`config.mk`:
```
export PLATFORM = sky130hd
export DESIGN_NAME = alu8_core
export DESIGN_NICKNAME = d
export VERILOG_FILES = /design/src/rtl/alu8_pkg.sv /design/src/rtl/alu8_addsub.sv /design/src/rtl/alu8_bitwise.sv /design/src/rtl/alu8_decadj.sv /design/src/rtl/alu8_core.sv
export SDC_FILE = /design/constraint.sdc
export NUM_CORES = 1
export LEC_CHECK = 0
export BUFFER_PORTS_ARGS = -buffer_cell sky130_fd_sc_hd__buf_2
export CELL_PAD_IN_SITES_DETAIL_PLACEMENT = 0
export CELL_PAD_IN_SITES_GLOBAL_PLACEMENT = 1
export CORE_ASPECT_RATIO = 0.6
export CORE_MARGIN = 10
export CORE_UTILIZATION = 30
export DETAILED_ROUTE_END_ITERATION = 10
export PLACE_DENSITY_LB_ADDON = 0.08
export SYNTH_ARGS = -nofsm -noshare
export SYNTH_HDL_FRONTEND = slang
export SYNTH_SLANG_ARGS = --single-unit
```
`constraint.sdc`:
```
create_clock -name vclk -period 10.2
set_input_delay 3.06 -clock vclk [all_inputs]
set_output_delay 3.06 -clock vclk [all_outputs]
set_load 0.005 [all_outputs]
```
`src/rtl/alu8_pkg.sv`:
```
package alu8_pkg;
    parameter int DW = 8;
    localparam int NW = DW / 2;
    localparam int FZ = 7;
    localparam int FN = 6;
    localparam int FH = 5;
    localparam int FC = 4;

    typedef enum logic [3:0] {
        OP_ADD = 4'd0,
        OP_ADC = 4'd1,
        OP_SUB = 4'd2,
        OP_SBC = 4'd3,
        OP_AND = 4'd4,
        OP_XOR = 4'd5,
        OP_OR  = 4'd6,
        OP_CMP = 4'd7,
        OP_DAA = 4'd8,
        OP_CPL = 4'd9,
        OP_SCF = 4'd10,
        OP_CCF = 4'd11
    } alu_op_e;

    typedef struct packed {
        logic z;
        logic n;
        logic h;
        logic c;
    } flags_t;

    function automatic flags_t unpack_flags(input logic [DW-1:0] fb);
        flags_t f;
        f.z = fb[FZ];
        f.n = fb[FN];
        f.h = fb[FH];
        f.c = fb[FC];
        return f;
    endfunction

    function automatic logic [DW-1:0] pack_flags(input flags_t f);
        logic [DW-1:0] fb;
        fb     = '0;
        fb[FZ] = f.z;
        fb[FN] = f.n;
        fb[FH] = f.h;
        fb[FC] = f.c;
        return fb;
    endfunction
endpackage

```
`src/rtl/alu8_addsub.sv`:
```
module alu8_addsub
    import alu8_pkg::*;
(
    input  logic [DW-1:0] a_i,
    input  logic [DW-1:0] b_i,
    input  logic          cin_i,
    input  logic          sub_i,
    output logic [DW-1:0] sum_o,
    output logic          cout_o,
    output logic          hout_o
);
    logic [DW:0] wide;
    logic [NW:0] low;

    always_comb begin
        if (sub_i) begin
            wide = {1'b0, a_i} - {1'b0, b_i} - {{DW{1'b0}}, cin_i};
            low  = {1'b0, a_i[NW-1:0]} - {1'b0, b_i[NW-1:0]} - {{NW{1'b0}}, cin_i};
        end else begin
            wide = {1'b0, a_i} + {1'b0, b_i} + {{DW{1'b0}}, cin_i};
            low  = {1'b0, a_i[NW-1:0]} + {1'b0, b_i[NW-1:0]} + {{NW{1'b0}}, cin_i};
        end
        sum_o  = wide[DW-1:0];
        cout_o = wide[DW];
        hout_o = low[NW];
    end
endmodule

```
`src/rtl/alu8_bitwise.sv`:
```
module alu8_bitwise
    import alu8_pkg::*;
(
    input  logic [1:0]    sel_i,
    input  logic [DW-1:0] a_i,
    input  logic [DW-1:0] b_i,
    output logic [DW-1:0] res_o,
    output logic          h_o
);
    always_comb begin
        unique case (sel_i)
            2'd0:    res_o = a_i & b_i;
            2'd1:    res_o = a_i ^ b_i;
            default: res_o = a_i | b_i;
        endcase
        h_o = (sel_i == 2'd0);
    end
endmodule

```
`src/rtl/alu8_decadj.sv`:
```
module alu8_decadj
    import alu8_pkg::*;
(
    input  logic [DW-1:0] a_i,
    input  flags_t        f_i,
    output logic [DW-1:0] res_o,
    output flags_t        f_o
);
    localparam logic [DW:0] LO_FIX = (DW+1)'(6);
    localparam logic [DW:0] HI_FIX = (DW+1)'(6) << NW;
    localparam logic [DW:0] HI_LIM = (DW+1)'(((9 << NW) | ((1 << NW) - 1)));
    localparam logic [NW-1:0] DIG_MAX = NW'(9);

    logic [DW:0] t;

    always_comb begin
        t = {1'b0, a_i};
        if (f_i.n) begin
            if (f_i.h) t = {1'b0, t[DW-1:0] - LO_FIX[DW-1:0]};
            if (f_i.c) t = t - HI_FIX;
        end else begin
            if (f_i.h || (a_i[NW-1:0] > DIG_MAX)) t = t + LO_FIX;
            if (f_i.c || (t > HI_LIM)) t = t + HI_FIX;
        end
        res_o  = t[DW-1:0];
        f_o.z  = (t[DW-1:0] == '0);
        f_o.n  = f_i.n;
        f_o.h  = 1'b0;
        f_o.c  = f_i.c | t[DW];
    end
endmodule

```
`src/rtl/alu8_core.sv`:
```
module alu8_core
    import alu8_pkg::*;
(
    input  logic [3:0]    op_code,
    input  logic [DW-1:0] acc_in,
    input  logic [DW-1:0] opnd_in,
    input  logic [DW-1:0] flags_in,
    output logic [DW-1:0] result_out,
    output logic [DW-1:0] flags_out
);
    flags_t        fin;
    flags_t        fnew;
    alu_op_e       op;
    logic          as_sub;
    logic          as_cin;
    logic [DW-1:0] as_sum;
    logic          as_cout;
    logic          as_h;
    logic [DW-1:0] bw_res;
    logic          bw_h;
    logic [DW-1:0] da_res;
    flags_t        da_f;

    assign fin    = unpack_flags(flags_in);
    assign op     = alu_op_e'(op_code);
    assign as_sub = (op == OP_SUB) || (op == OP_SBC) || (op == OP_CMP);
    assign as_cin = ((op == OP_ADC) || (op == OP_SBC)) ? fin.c : 1'b0;

    alu8_addsub u_addsub (
        .a_i    (acc_in),
        .b_i    (opnd_in),
        .cin_i  (as_cin),
        .sub_i  (as_sub),
        .sum_o  (as_sum),
        .cout_o (as_cout),
        .hout_o (as_h)
    );

    alu8_bitwise u_bitwise (
        .sel_i (op_code[1:0]),
        .a_i   (acc_in),
        .b_i   (opnd_in),
        .res_o (bw_res),
        .h_o   (bw_h)
    );

    alu8_decadj u_decadj (
        .a_i   (acc_in),
        .f_i   (fin),
        .res_o (da_res),
        .f_o   (da_f)
    );

    always_comb begin
        result_out = acc_in;
        fnew       = fin;
        case (op)
            OP_ADD, OP_ADC, OP_SUB, OP_SBC, OP_CMP: begin
                if (op != OP_CMP) result_out = as_sum;
                fnew.z = (as_sum == '0);
                fnew.n = as_sub;
                fnew.h = as_h;
                fnew.c = as_cout;
            end
            OP_AND, OP_XOR, OP_OR: begin
                result_out = bw_res;
                fnew.z     = (bw_res == '0);
                fnew.n     = 1'b0;
                fnew.h     = bw_h;
                fnew.c     = 1'b0;
            end
            OP_DAA: begin
                result_out = da_res;
                fnew       = da_f;
            end
            OP_CPL: begin
                result_out = ~acc_in;
                fnew.n     = 1'b1;
                fnew.h     = 1'b1;
            end
            OP_SCF: begin
                fnew.n = 1'b0;
                fnew.h = 1'b0;
                fnew.c = 1'b1;
            end
            OP_CCF: begin
                fnew.n = 1'b0;
                fnew.h = 1'b0;
                fnew.c = ~fin.c;
            end
            default: ;
        endcase
        flags_out = pack_flags(fnew);
    end

    always_comb begin
        if (op == OP_CMP)
            assert_cmp_keeps_acc_R4: assert (result_out == acc_in);
        if ((op == OP_AND) || (op == OP_XOR) || (op == OP_OR))
            assert_logic_no_carry_R5: assert (flags_out[FC] == 1'b0 && flags_out[FN] == 1'b0);
        if ((op == OP_DAA) && fin.c)
            assert_daa_carry_sticky_R7: assert (flags_out[FC] == 1'b1);
        if ((op == OP_SUB) || (op == OP_SBC))
            assert_sub_sets_n_R3: assert (flags_out[FN] == 1'b1 && flags_out[FZ] == (result_out == '0));
        if ((op == OP_ADD) || (op == OP_ADC))
            assert_add_zero_flag_R2: assert (flags_out[FZ] == (result_out == '0) && flags_out[FN] == 1'b0);
        if (op_code >= 4'd12)
            assert_unused_passthru_R10: assert (result_out == acc_in && flags_out[7:4] == flags_in[7:4]);
    end
endmodule

```
## Word-level counts from Yosys, hierarchy flattened

Index checks and enable logic that the tools add are counted.

- Output and inout port bits: 16
- Flip-flop bits (word level): 0
- Word-level logic and storage cells: 62

- Add/sub/neg operators: 12
- Magnitude comparators: 2
- Mux-type cells: 16
- Reduce and logical (&&, ||, !) cells: 13
- Bitwise gates (word level): 6
- Equal/unequal tests: 13

Operators with widths:

| kind | number |
|---|---|
| $mux 9 | 7 |
| $pmux 8 s4 | 1 |
| $logic_not 8->1 | 3 |
| $eq 4x3->1 const B | 4 |
| $eq 4x4->1 const B | 4 |
| $mux 8 | 2 |
| $pmux 8 s2 | 1 |
| $pmux 2 s5 | 1 |
| $add 8x3->9 const B | 1 |
| $add 8x8->9 | 1 |
| $add 9x1->9 | 1 |
| $add 9x7->9 const B | 1 |
| $gt 9x8->1 const B | 1 |
| $sub 8x8->9 | 1 |
| $sub 9x1->9 | 1 |
| $sub 9x7->9 const B | 1 |
| $and 8x8->8 | 1 |
| $eq 4x2->1 const B | 2 |
| $not 8->8 | 1 |
| $or 8x8->8 | 1 |
| $sub 8x3->8 const B | 1 |
| $xor 8x8->8 | 1 |
| $add 4x4->5 | 1 |
| $add 5x1->5 | 1 |
| 18 further kinds | 22 |

## Depth between registers and ports, before layout

Gate-level depths: netlist of the first run.

- Depth after elaboration: 10
- Gate-level depth with buffers: 16
- Gate-level depth less buffers: 13

## Cells and area by module

From an unflattened synthesis of the first run, not the netlist that was laid out.

- Cells, all modules: 372
- Area, all modules: 2581.2 um2

By module, submodules not included:

| module | cells an instance | area each (um2) | instances |
|---|---|---|---|
| alu8_addsub | 124 | 927.1 | 1 |
| alu8_decadj | 92 | 621.8 | 1 |
| alu8_core | 105 | 591.8 | 1 |
| alu8_bitwise | 51 | 440.4 | 1 |

## Worst setup path after synthesis of the first run

No wires, ideal clock.

- Kind: input to output
- Start point: input port op_code[0]
- End point: output port result_out[6]
- Cell stages on the path: 13
- Data arrival time: 6.084 ns
- Path slack: 1.056 ns
- Buffers on the path: 3
- Required time: 7.140 ns
- Path through: clkbuf_1 -> clkbuf_1 -> buf_1 -> nand3_1 -> fa_1 -> fa_1 -> o21a_1 -> nor2_1 -> o21ai_0 -> mux2i_1 -> o21ai_0 -> o31ai_1 -> a221o_1

- Longest elaborated chain between the ends: 7
- Elaborated cells between the ends (all ways): 25
- Classes of those cells: add/sub (2); eq/ne (11); mux (5); reduce/logical (7)

Ends and longest elaborated chain:

| element | RTL line | source |
|---|---|---|
| start, declared | alu8_core.sv:4 | `input logic [3:0] op_code,` |
| $eq 4x1->1 or $eq 4x2->1 (tied branches) | alu8_core.sv:27, alu8_core.sv:57, alu8_core.sv:26 |  |
| $logic_or 1x1->1 | alu8_core.sv:27 | `assign as_cin = ((op == OP_ADC) \|\| (op == OP_SBC)) ? fin.c : 1'b0;` |
| $mux 1 | alu8_core.sv:27 |  |
| $add 9x1->9 or $sub 9x1->9 (tied branches) | alu8_addsub.sv:20, alu8_addsub.sv:17 |  |
| $mux 9 | alu8_addsub.sv:16 | `if (sub_i) begin` |
| $mux 8 | alu8_core.sv:59 | `if (op != OP_CMP) result_out = as_sum;` |
| $pmux 8 s4 * | alu8_core.sv:57 | `case (op)` |
| end, declared | alu8_core.sv:8 | `output logic [DW-1:0] result_out,` |

Mark *: on every way between the ends. The rest lies on a longest branch, timed or not.

## Final worst setup path of the first run

- Start point: input port op_code[2]
- End point: output port flags_out[7]

- Longest elaborated chain between the ends: 7
- Elaborated cells between the ends (all ways): 20
- Classes of those cells: add/sub (2); eq/ne (8); mux (3); reduce/logical (7)

Ends and longest elaborated chain:

| element | RTL line | source |
|---|---|---|
| $eq 4x1->1 or $eq 4x2->1 (tied branches) | alu8_core.sv:27, alu8_core.sv:57, alu8_core.sv:26 |  |
| $logic_or 1x1->1 | alu8_core.sv:27 |  |
| $mux 1 | alu8_core.sv:27 |  |
| $add 9x1->9 or $sub 9x1->9 (tied branches) | alu8_addsub.sv:20, alu8_addsub.sv:17 |  |
| $mux 9 | alu8_addsub.sv:16 |  |
| $logic_not 8->1 | alu8_core.sv:60 | `fnew.z = (as_sum == '0);` |
| $pmux 1 s3 * | alu8_core.sv:57 |  |
| end, declared | alu8_core.sv:9 | `output logic [DW-1:0] flags_out` |

Marks and branches as above.

==> impl_metrics.csv, run 1 <==
group,metric,value,unit
routing,antenna_left,0,
global_routing,grt_pass1_vias,2567,
floorplan,die_width,139,um
floorplan,core-area,0.00804,mm2
critical_path,cp_slowest_stage_delay,0.50,ns
global_routing,grt_max_degree,39,
global_routing,busiest_layer,"met1",
routing,wl_per_cell,18.9,um
cts,postCtsSetupRepairBufs,0,
cells_and_area,final_util,34.1,%
floorplan,die_h,91.2,um
critical_path,cp-start-kind,"input pin",
critical_path,crit_path_max_fanout,19,
placement,place_hpwl,7780,um
critical_path,end_kind,"output port",
sta,setup_tns,0,ns
status,status,"finished clean",
global_routing,gr-usage-met2,17.6,%
global_routing,met3_usage,1.20,%
cells_and_area,nFillCells,909,
cts,hold_buffers,0,
critical_path,crit_chain,"buf_2, nor2_1, nand3_1, fa_1, fa_1, o21a_1, nor2_1, xor2_1, o22ai_1, nor4_1, nand4_1, o211ai_1, buf_2",
routing,drcViolationCount,0,
cts,cts_resized,0,
cells_and_area,register_area,0,um2
placement,io_buffers,36,
global_routing,grt_pass1_wl,15300,um
routing,vias,2806,
hold_path,min_path_type,"input pin to output port",
sta,finalCritPeriodShare,91.9,%
global_routing,grt_usage,14.1,%
hold_path,min_delay_path_depth,4,
floorplan,start_util,31.5,%
sta,min_period,9.37,ns
yosys,yosysUniqueCellTypes,67,
power,p_total,0.157,mW
hold_path,worst_hold_startpoint,"acc_in[0]",
floorplan,die-area,0.0126,mm2
sta,final.setup.worst_slack,0.828,ns
sta,finalMaxSlewViolations,0,
yosys,ys_seq_area_share,0,%
critical_path,required,7.14,ns
placement,gp_congestion,0.877,
critical_path,crit_arrival,6.31,ns
hold_path,holdPathEnd,"result_out[0]",
routing,finalWirelength,9520,um
floorplan,pin_count,44,
critical_path,crit_slowest_cell,"nor4_1",
critical_path,timing.setup.critical_path_class,"input pin to output port",
cells_and_area,multi_input_area,0.00228,mm2
sta,hold_viol_final,0,
global_routing,use_met1,24.4,%
routing,vias_per_cell,5.57,
placement,post-place-ws,0.895,ns
sta,rsz0062_at_grt,"no",
yosys,syn_avg_cell_area,6.61,um2
cells_and_area,fin_nets,464,
routing,first_pass_iters,4,
cells_and_area,syn_to_final_growth,8.45,%
power,vdd_drop_max,0.0000257,V
sta,finalSetupViolCount,0,
sta,slew_headroom,43.7,%
yosys,ys_warn_count,0,
floorplan,rows,25,
cells_and_area,drive_above_1_share,12.1,%
global_routing,antenna_found_initial,0,
sta,worstMarginPinSlew,0.833,ns
cells_and_area,nClkBuffers,0,
power,p_leak,1.18,nW
sta,max_freq,107,MHz
yosys,synthesis.area,0.00253,mm2
power,p_per_area,57.0,mW/mm2
cells_and_area,seq_cells,0,
placement,dpl_cell_area,0.00275,mm2
cells_and_area,design_area,0.00275,mm2
global_routing,grt_remaining_overflow,0,
cells_and_area,diodes,0,
job,drv_cap,0,
yosys,synthCells,383,
routing,drt_iter0_drc,190,
-- layout make-up --
type	count	area share, %
inverter	35	4.79
multi-input combinational	322	82.9
tap	108	4.92
timing repair buffer	39	7.38
-- worst max-delay path, delay by kind of cell --
kind | cells | cell delay, ns
and+or+nand+nor | 5 | 1.28
adders and majority gates | 2 | 0.90
AOI/OAI and AO/OA | 3 | 0.49
buffers and inverters | 2 | 0.40
xor gates and xnor gates | 1 | 0.18
-- cells in the final DEF, fill, tap and decap left out, types with 4 or more instances in the layout --
cell	count
o21a_1	5
buf_2	36
nand3_1	10
mux2i_1	7
ha_1	34
nor2b_1	9
o211ai_1	9
nand2_1	33
o22ai_1	6
nand4_1	4
inv_1	32
a211oi_1	11
a21oi_1	33
a21o_1	7
xnor2_1	16
nor3_1	11
or3_1	4
nor2_1	30
conb_1	4
fa_1	4
o21ai_0	21
-- synth_stat cells (4+ instances only) --
cell / number / area, um2
o22ai_1: 6 / 37.5
o21ai_0: 21 / 105
a21o_1: 7 / 52.6
xnor2_1: 16 / 140
nor2_1: 30 / 113
a211oi_1: 11 / 82.6
inv_1: 32 / 120
o21a_1: 5 / 37.5
clkbuf_1: 14 / 52.6
buf_1: 4 / 15.0
fa_1: 4 / 80.1
ha_1: 34 / 425
o211ai_1: 9 / 67.6
mux2i_1: 7 / 70.1
a21oi_1: 33 / 165
buf_4: 5 / 37.5
nand3_1: 10 / 50.1
nand2_1: 33 / 124
nor3_1: 11 / 55.1
nor2b_1: 9 / 56.3
buf_2: 5 / 25.0
or3_1: 4 / 25.0
nand4_1: 4 / 25.0
-- kinds of logic after synthesis --
family / share of synthesized area (%)
other cells: 0.148
buf+inv: 10.5
simple gates: 23.1
fa+ha+maj: 20.0
mux: 4.55
compound gates: 35.1
xor+xnor: 6.57
-- where the power goes --
| part | internal (mW) | switching (mW) |
|---|---|---|
| sequential | 0 | 0 |
| clock | 0 | 0 |
| combinational | 0.0614 | 0.0952 |
| total | 0.0614 | 0.0952 |
-- per-stage QoR --
step	cells	hold slack (ns)
detailed placement	504	6.55
floorplan	386	6.23
global placement	504	6.54
finish	504	6.55
global route	504	6.61
CTS	504	6.55
-- layer usage --
metal  vias up  routed length [um]
met5         -                   0
met4         0                  63
met3         4                 515
met2        78                3510
met1      1318                5430
li1       1406                   -
-- how the worst max path moves through the flow --
stage | slack (ns) | start | to | depth (start not counted)
after global routing | 0.60 | op_code[2] | result_out[7] | 13
after global placement | 0.86 | op_code[2] | result_out[6] | 13
after CTS | 0.88 | op_code[2] | result_out[6] | 13
final | 0.83 | op_code[2] | flags_out[7] | 13
after floorplan | 1.06 | op_code[0] | result_out[6] | 13
after detailed placement | 0.89 | op_code[2] | flags_out[7] | 13
Power figures use the tool's default switching activity.
==> inputs of run 2 (changes only) <==
==> constraint.sdc (replaced) <==
create_clock -name vclk -period 10.2
set_input_delay 1.53 -clock vclk [all_inputs]
set_output_delay 1.53 -clock vclk [all_outputs]
set_load 0.005 [all_outputs]
==> impl_metrics.csv, run 2 (synthesis gave the netlist of run 1 again) <==
group,metric,value,unit
cells_and_area,fin_nets,462,
global_routing,grt_max_degree,40,
routing,vias,2742,
hold_path,min_path_type,"input pin to output port",
routing,drcViolationCount,0,
cells_and_area,final_util,34.0,%
power,p_total,0.157,mW
job,drv_cap,0,
power,vdd_drop_max,0.0000228,V
placement,dpl_cell_area,0.00273,mm2
critical_path,crit_chain,"buf_2, inv_1, ha_1, nand3b_1, nor2_1, xnor2_1, inv_1, ha_1, inv_1, o41a_1, nor3_1, nor3b_1, o31ai_1, a221o_1, buf_2",
cells_and_area,layout_commonest_cell,"buf_2",
critical_path,timing.setup.critical_path_class,"input pin to output port",
floorplan,core-area,0.00804,mm2
cts,postCtsSetupRepairBufs,0,
cells_and_area,diodes,0,
sta,max_freq,156,MHz
sta,rsz0062_at_grt,"no",
cells_and_area,seq_cells,0,
routing,vias_per_cell,5.46,
global_routing,grt_pass1_wl,15000,um
cells_and_area,design_area,0.00273,mm2
sta,min_period,6.43,ns
power,p_per_area,57.4,mW/mm2
sta,slew_headroom,37.8,%
cells_and_area,nFillCells,905,
global_routing,grt_usage,13.8,%
cells_and_area,drive_above_1_share,11.7,%
floorplan,rows,25,
floorplan,die-area,0.0126,mm2
routing,wl_per_cell,18.8,um
cts,hold_buffers,0,
cts,cts_resized,0,
placement,place_hpwl,7680,um
critical_path,crit_arrival,4.90,ns
critical_path,crit_slowest_cell,"o41a_1",
critical_path,worst_path_most_repeated_cell,"inv_1",
sta,hold_viol_final,0,
critical_path,cp_slowest_stage_delay,0.45,ns
critical_path,crit_buf_inv,5,
global_routing,grt_remaining_overflow,0,
critical_path,required,8.67,ns
sta,finalHoldWorstSlack,3.48,ns
floorplan,start_util,31.5,%
critical_path,crit_family,"compound AO/OA/AOI/OAI gates",
floorplan,die_width,139,um
status,status,"finished clean",
cells_and_area,syn_to_final_growth,7.86,%
critical_path,cp-start-kind,"input pin",
routing,first_pass_iters,5,
routing,drt_iter0_drc,252,
cells_and_area,final_cell_mix,"buf_2, ha_1, a21oi_1, nand2_1, inv_1",
global_routing,antenna_found_initial,0,
floorplan,pin_count,44,
placement,gp_congestion,0.862,
placement,io_buffers,36,
sta,finalCritPeriodShare,63.0,%
cells_and_area,nClkBuffers,0,
sta,worstMarginPinSlew,0.920,ns
global_routing,grt_pass1_vias,2576,
routing,finalWirelength,9440,um
critical_path,end_kind,"output port",
cells_and_area,register_area,0,um2
sta,setup_tns,0,ns
floorplan,die_h,91.2,um
power,p_leak,1.17,nW
sta,finalMaxSlewViolations,0,
cells_and_area,multi_input_area,0.00228,mm2
critical_path,crit_path_max_fanout,19,
routing,antenna_left,0,
sta,finalSetupViolCount,0,
run 2: path summary, 6_finish.rpt:
| check | from | endpoint | slack, ns | cells past startpoint |
|---|---|---|---|---|
| min | acc_in[0] | result_out[0] | 3.48 | 4 |
| max | acc_in[1] | result_out[6] | 3.77 | 15 |
run 2: layout make-up:
class / count / area share [%]
Multi-Input combinational cell: 322 / 83.4
Inverter: 35 / 4.81
Timing Repair Buffer: 37 / 6.87
Tap cell: 108 / 4.95
run 2: through the flow:
step / setup WS, ns / cells
floorplan: 4.12 / 386
global placement: 3.82 / 502
detailed placement: 3.83 / 502
CTS: 3.82 / 502
global route: 3.51 / 502
finish: 3.77 / 502
run 2: power breakdown:
group          total, mW  switching, mW  internal, mW
clock network          0              0             0
logic              0.157         0.0958        0.0609
registers              0              0             0
total              0.157         0.0958        0.0609
run 2: layer usage:
metal / GRT usage [%] / wire length [um]
met3: 0.936 / 512
met5: 0 / 0
met4: 0 / 0
met1: 23.4 / 5490
met2: 18.4 / 3440
==> inputs of run 3 (changes only) <==
Settings changed: ABC_AREA set to 1.
Clock period 10.2 ns to 6.6 ns, I/O delays scaled along.
==> impl_metrics.csv, run 3 <==
group,metric,value,unit
cells_and_area,layout_commonest_cell,"nand2_1",
sta,finalMaxSlewViolations,0,
floorplan,die-area,0.0126,mm2
cells_and_area,final_cells,586,
yosys,synth_mux_area_share,0,%
yosys,synthTopCellsByArea,"nand2_1, ha_1, inv_1, nand3_1, nand4_1",
sta,max_freq,219,MHz
yosys,synthSimpleGateAreaFrac,45.8,%
global_routing,grt_max_degree,15,
cts,hold_buffers,0,
yosys,ys_warn_count,0,
hold_path,worst_hold_startpoint,"flags_in[6]",
yosys,synthCells,451,
routing,wl_per_cell,15.5,um
placement,dp_cells,586,
power,p_per_area,84.7,mW/mm2
yosys,syn_avg_cell_area,5.58,um2
sta,finalSetupViolCount,0,
floorplan,pin_count,44,
sta,rsz0062_at_grt,"no",
placement,gp_congestion,0.863,
critical_path,crit_arrival,3.57,ns
placement,dpl_cell_area,0.00273,mm2
hold_path,holdPathEnd,"flags_out[6]",
critical_path,timing.setup.critical_path_class,"input pin to output port",
yosys,synth_top_family_by_area,"simple AND/OR/NAND/NOR gates",
critical_path,crit_path_max_fanout,8,
routing,finalWirelength,9090,um
sta,hold_viol_final,0,
routing,drcViolationCount,0,
yosys,ys_seq_area_share,0,%
global_routing,grt_pass1_wl,14200,um
yosys,synth_top_area_share,19.7,%
job,drv_cap,0,
cells_and_area,seq_cells,0,
power,vdd_drop_max,0.0000207,V
placement,place_hpwl,7790,um
yosys,yosysUniqueCellTypes,32,
floorplan,die_h,90.9,um
cts,cts_resized,0,
cells_and_area,fin_nets,546,
global_routing,grt_pass1_vias,2563,
critical_path,cp-start-kind,"input pin",
yosys,synthTopCellsByCount,"nand2_1, inv_1, nand3_1",
yosys,yosysMostFrequentCell,"nand2_1",
yosys,synth_xor_area_share,3.13,%
cells_and_area,nClkBuffers,0,
yosys,synth-compound-area-share,14.2,%
global_routing,antenna_found_initial,0,
routing,vias,2894,
yosys,synth_adder_area_share,20.1,%
floorplan,die_width,138,um
cells_and_area,nFillCells,934,
critical_path,end_kind,"output port",
yosys,synth_top_area_cell,"nand2_1",
sta,setup_tns,0,ns
floorplan,start_util,31.4,%
floorplan,rows,25,
sta,finalHoldWorstSlack,2.38,ns
critical_path,required,5.61,ns
global_routing,grt_remaining_overflow,0,
sta,finalCritPeriodShare,69.1,%
cells_and_area,final_util,34.1,%
cells_and_area,drive_above_1_share,11.9,%
hold_path,min_delay_path_depth,4,
cells_and_area,design_area,0.00273,mm2
cts,postCtsSetupRepairBufs,0,
routing,drt_iter0_drc,235,
power,p_leak,1.55,nW
routing,antenna_left,0,
placement,io_buffers,36,
yosys,synthesis.area,0.00251,mm2
routing,first_pass_iters,5,
cells_and_area,diodes,0,
sta,min_period,4.56,ns
routing,vias_per_cell,4.94,
status,status,"finished clean",
cells_and_area,final_cell_mix,"nand2_1, inv_1, nand3_1",
cells_and_area,syn_to_final_growth,8.71,%
floorplan,core-area,0.00801,mm2
cells_and_area,register_area,0,um2
hold_path,min_path_type,"input pin to output port",
global_routing,grt_usage,13.3,%
==> run 3: worst max path at each step <==
stage                     from            end  slack (ns)  depth (start not counted)
floorplan           op_code[2]   flags_out[7]        2.78                         16
global placement     acc_in[4]  result_out[6]        2.05                         14
detailed placement   acc_in[4]  result_out[7]        2.07                         15
CTS                  acc_in[4]  result_out[7]        2.07                         15
global route         acc_in[4]  result_out[7]        1.85                         15
finish               acc_in[4]  result_out[7]        2.04                         15
==> run 3: kinds of logic (layout without fill, tap and decap cells) <==
| logic type | Yosys count | after routing |
|---|---|---|
| xor gates and xnor gates | 9 | 9 |
| other | 1 | 4 |
| adders and majority gates | 38 | 38 |
| and+or+nand+nor | 250 | 250 |
| buffers and inverters | 94 | 118 |
| AOI/OAI and AO/OA | 59 | 59 |
==> run 3: layout make-up <==
type,count,area (um2),share of cell area [%]
Timing Repair Buffer,36,180,6.59
Inverter,82,310,11.4
Multi-Input combinational cell,360,2110,77.1
Tap cell,108,135,4.94
==> run 3: stage by stage <==
| stage | setup WS [ns] | total power, mW |
|---|---|---|
| after floorplan | 2.78 | 0.163 |
| after global placement | 2.05 | 0.229 |
| after detailed placement | 2.07 | 0.229 |
| after CTS | 2.07 | 0.231 |
| after global routing | 1.85 | 0.260 |
| final | 2.04 | 0.232 |
==> run 3: layer usage <==
metal	track usage [%]	vias up	wire, um
met5	0	-	0
met4	0	0	0
met3	0.840	0	585
met2	17.5	84	3290
met1	22.6	1299	5210
li1	-	1511	-
==> run 3: critical path, cell delays in order <==
cell	delay (ns)
buf_2	0.18
clkinv_1	0.35
ha_1	0.52
ha_1	0.39
nand2_1	0.09
nand2_1	0.07
a21oi_1	0.17
nand2_1	0.08
nand2_1	0.05
nand3_1	0.07
nand2_1	0.11
nand2_1	0.07
a21oi_1	0.13
nand4_1	0.14
buf_2	0.17
==> run 3: report_power, final <==
| group | switching, mW | leakage, nW | internal, mW |
|---|---|---|---|
| Combinational | 0.152 | 1.55 | 0.0800 |
| Sequential | 0 | 0 | 0 |
| Clock | 0 | 0 | 0 |
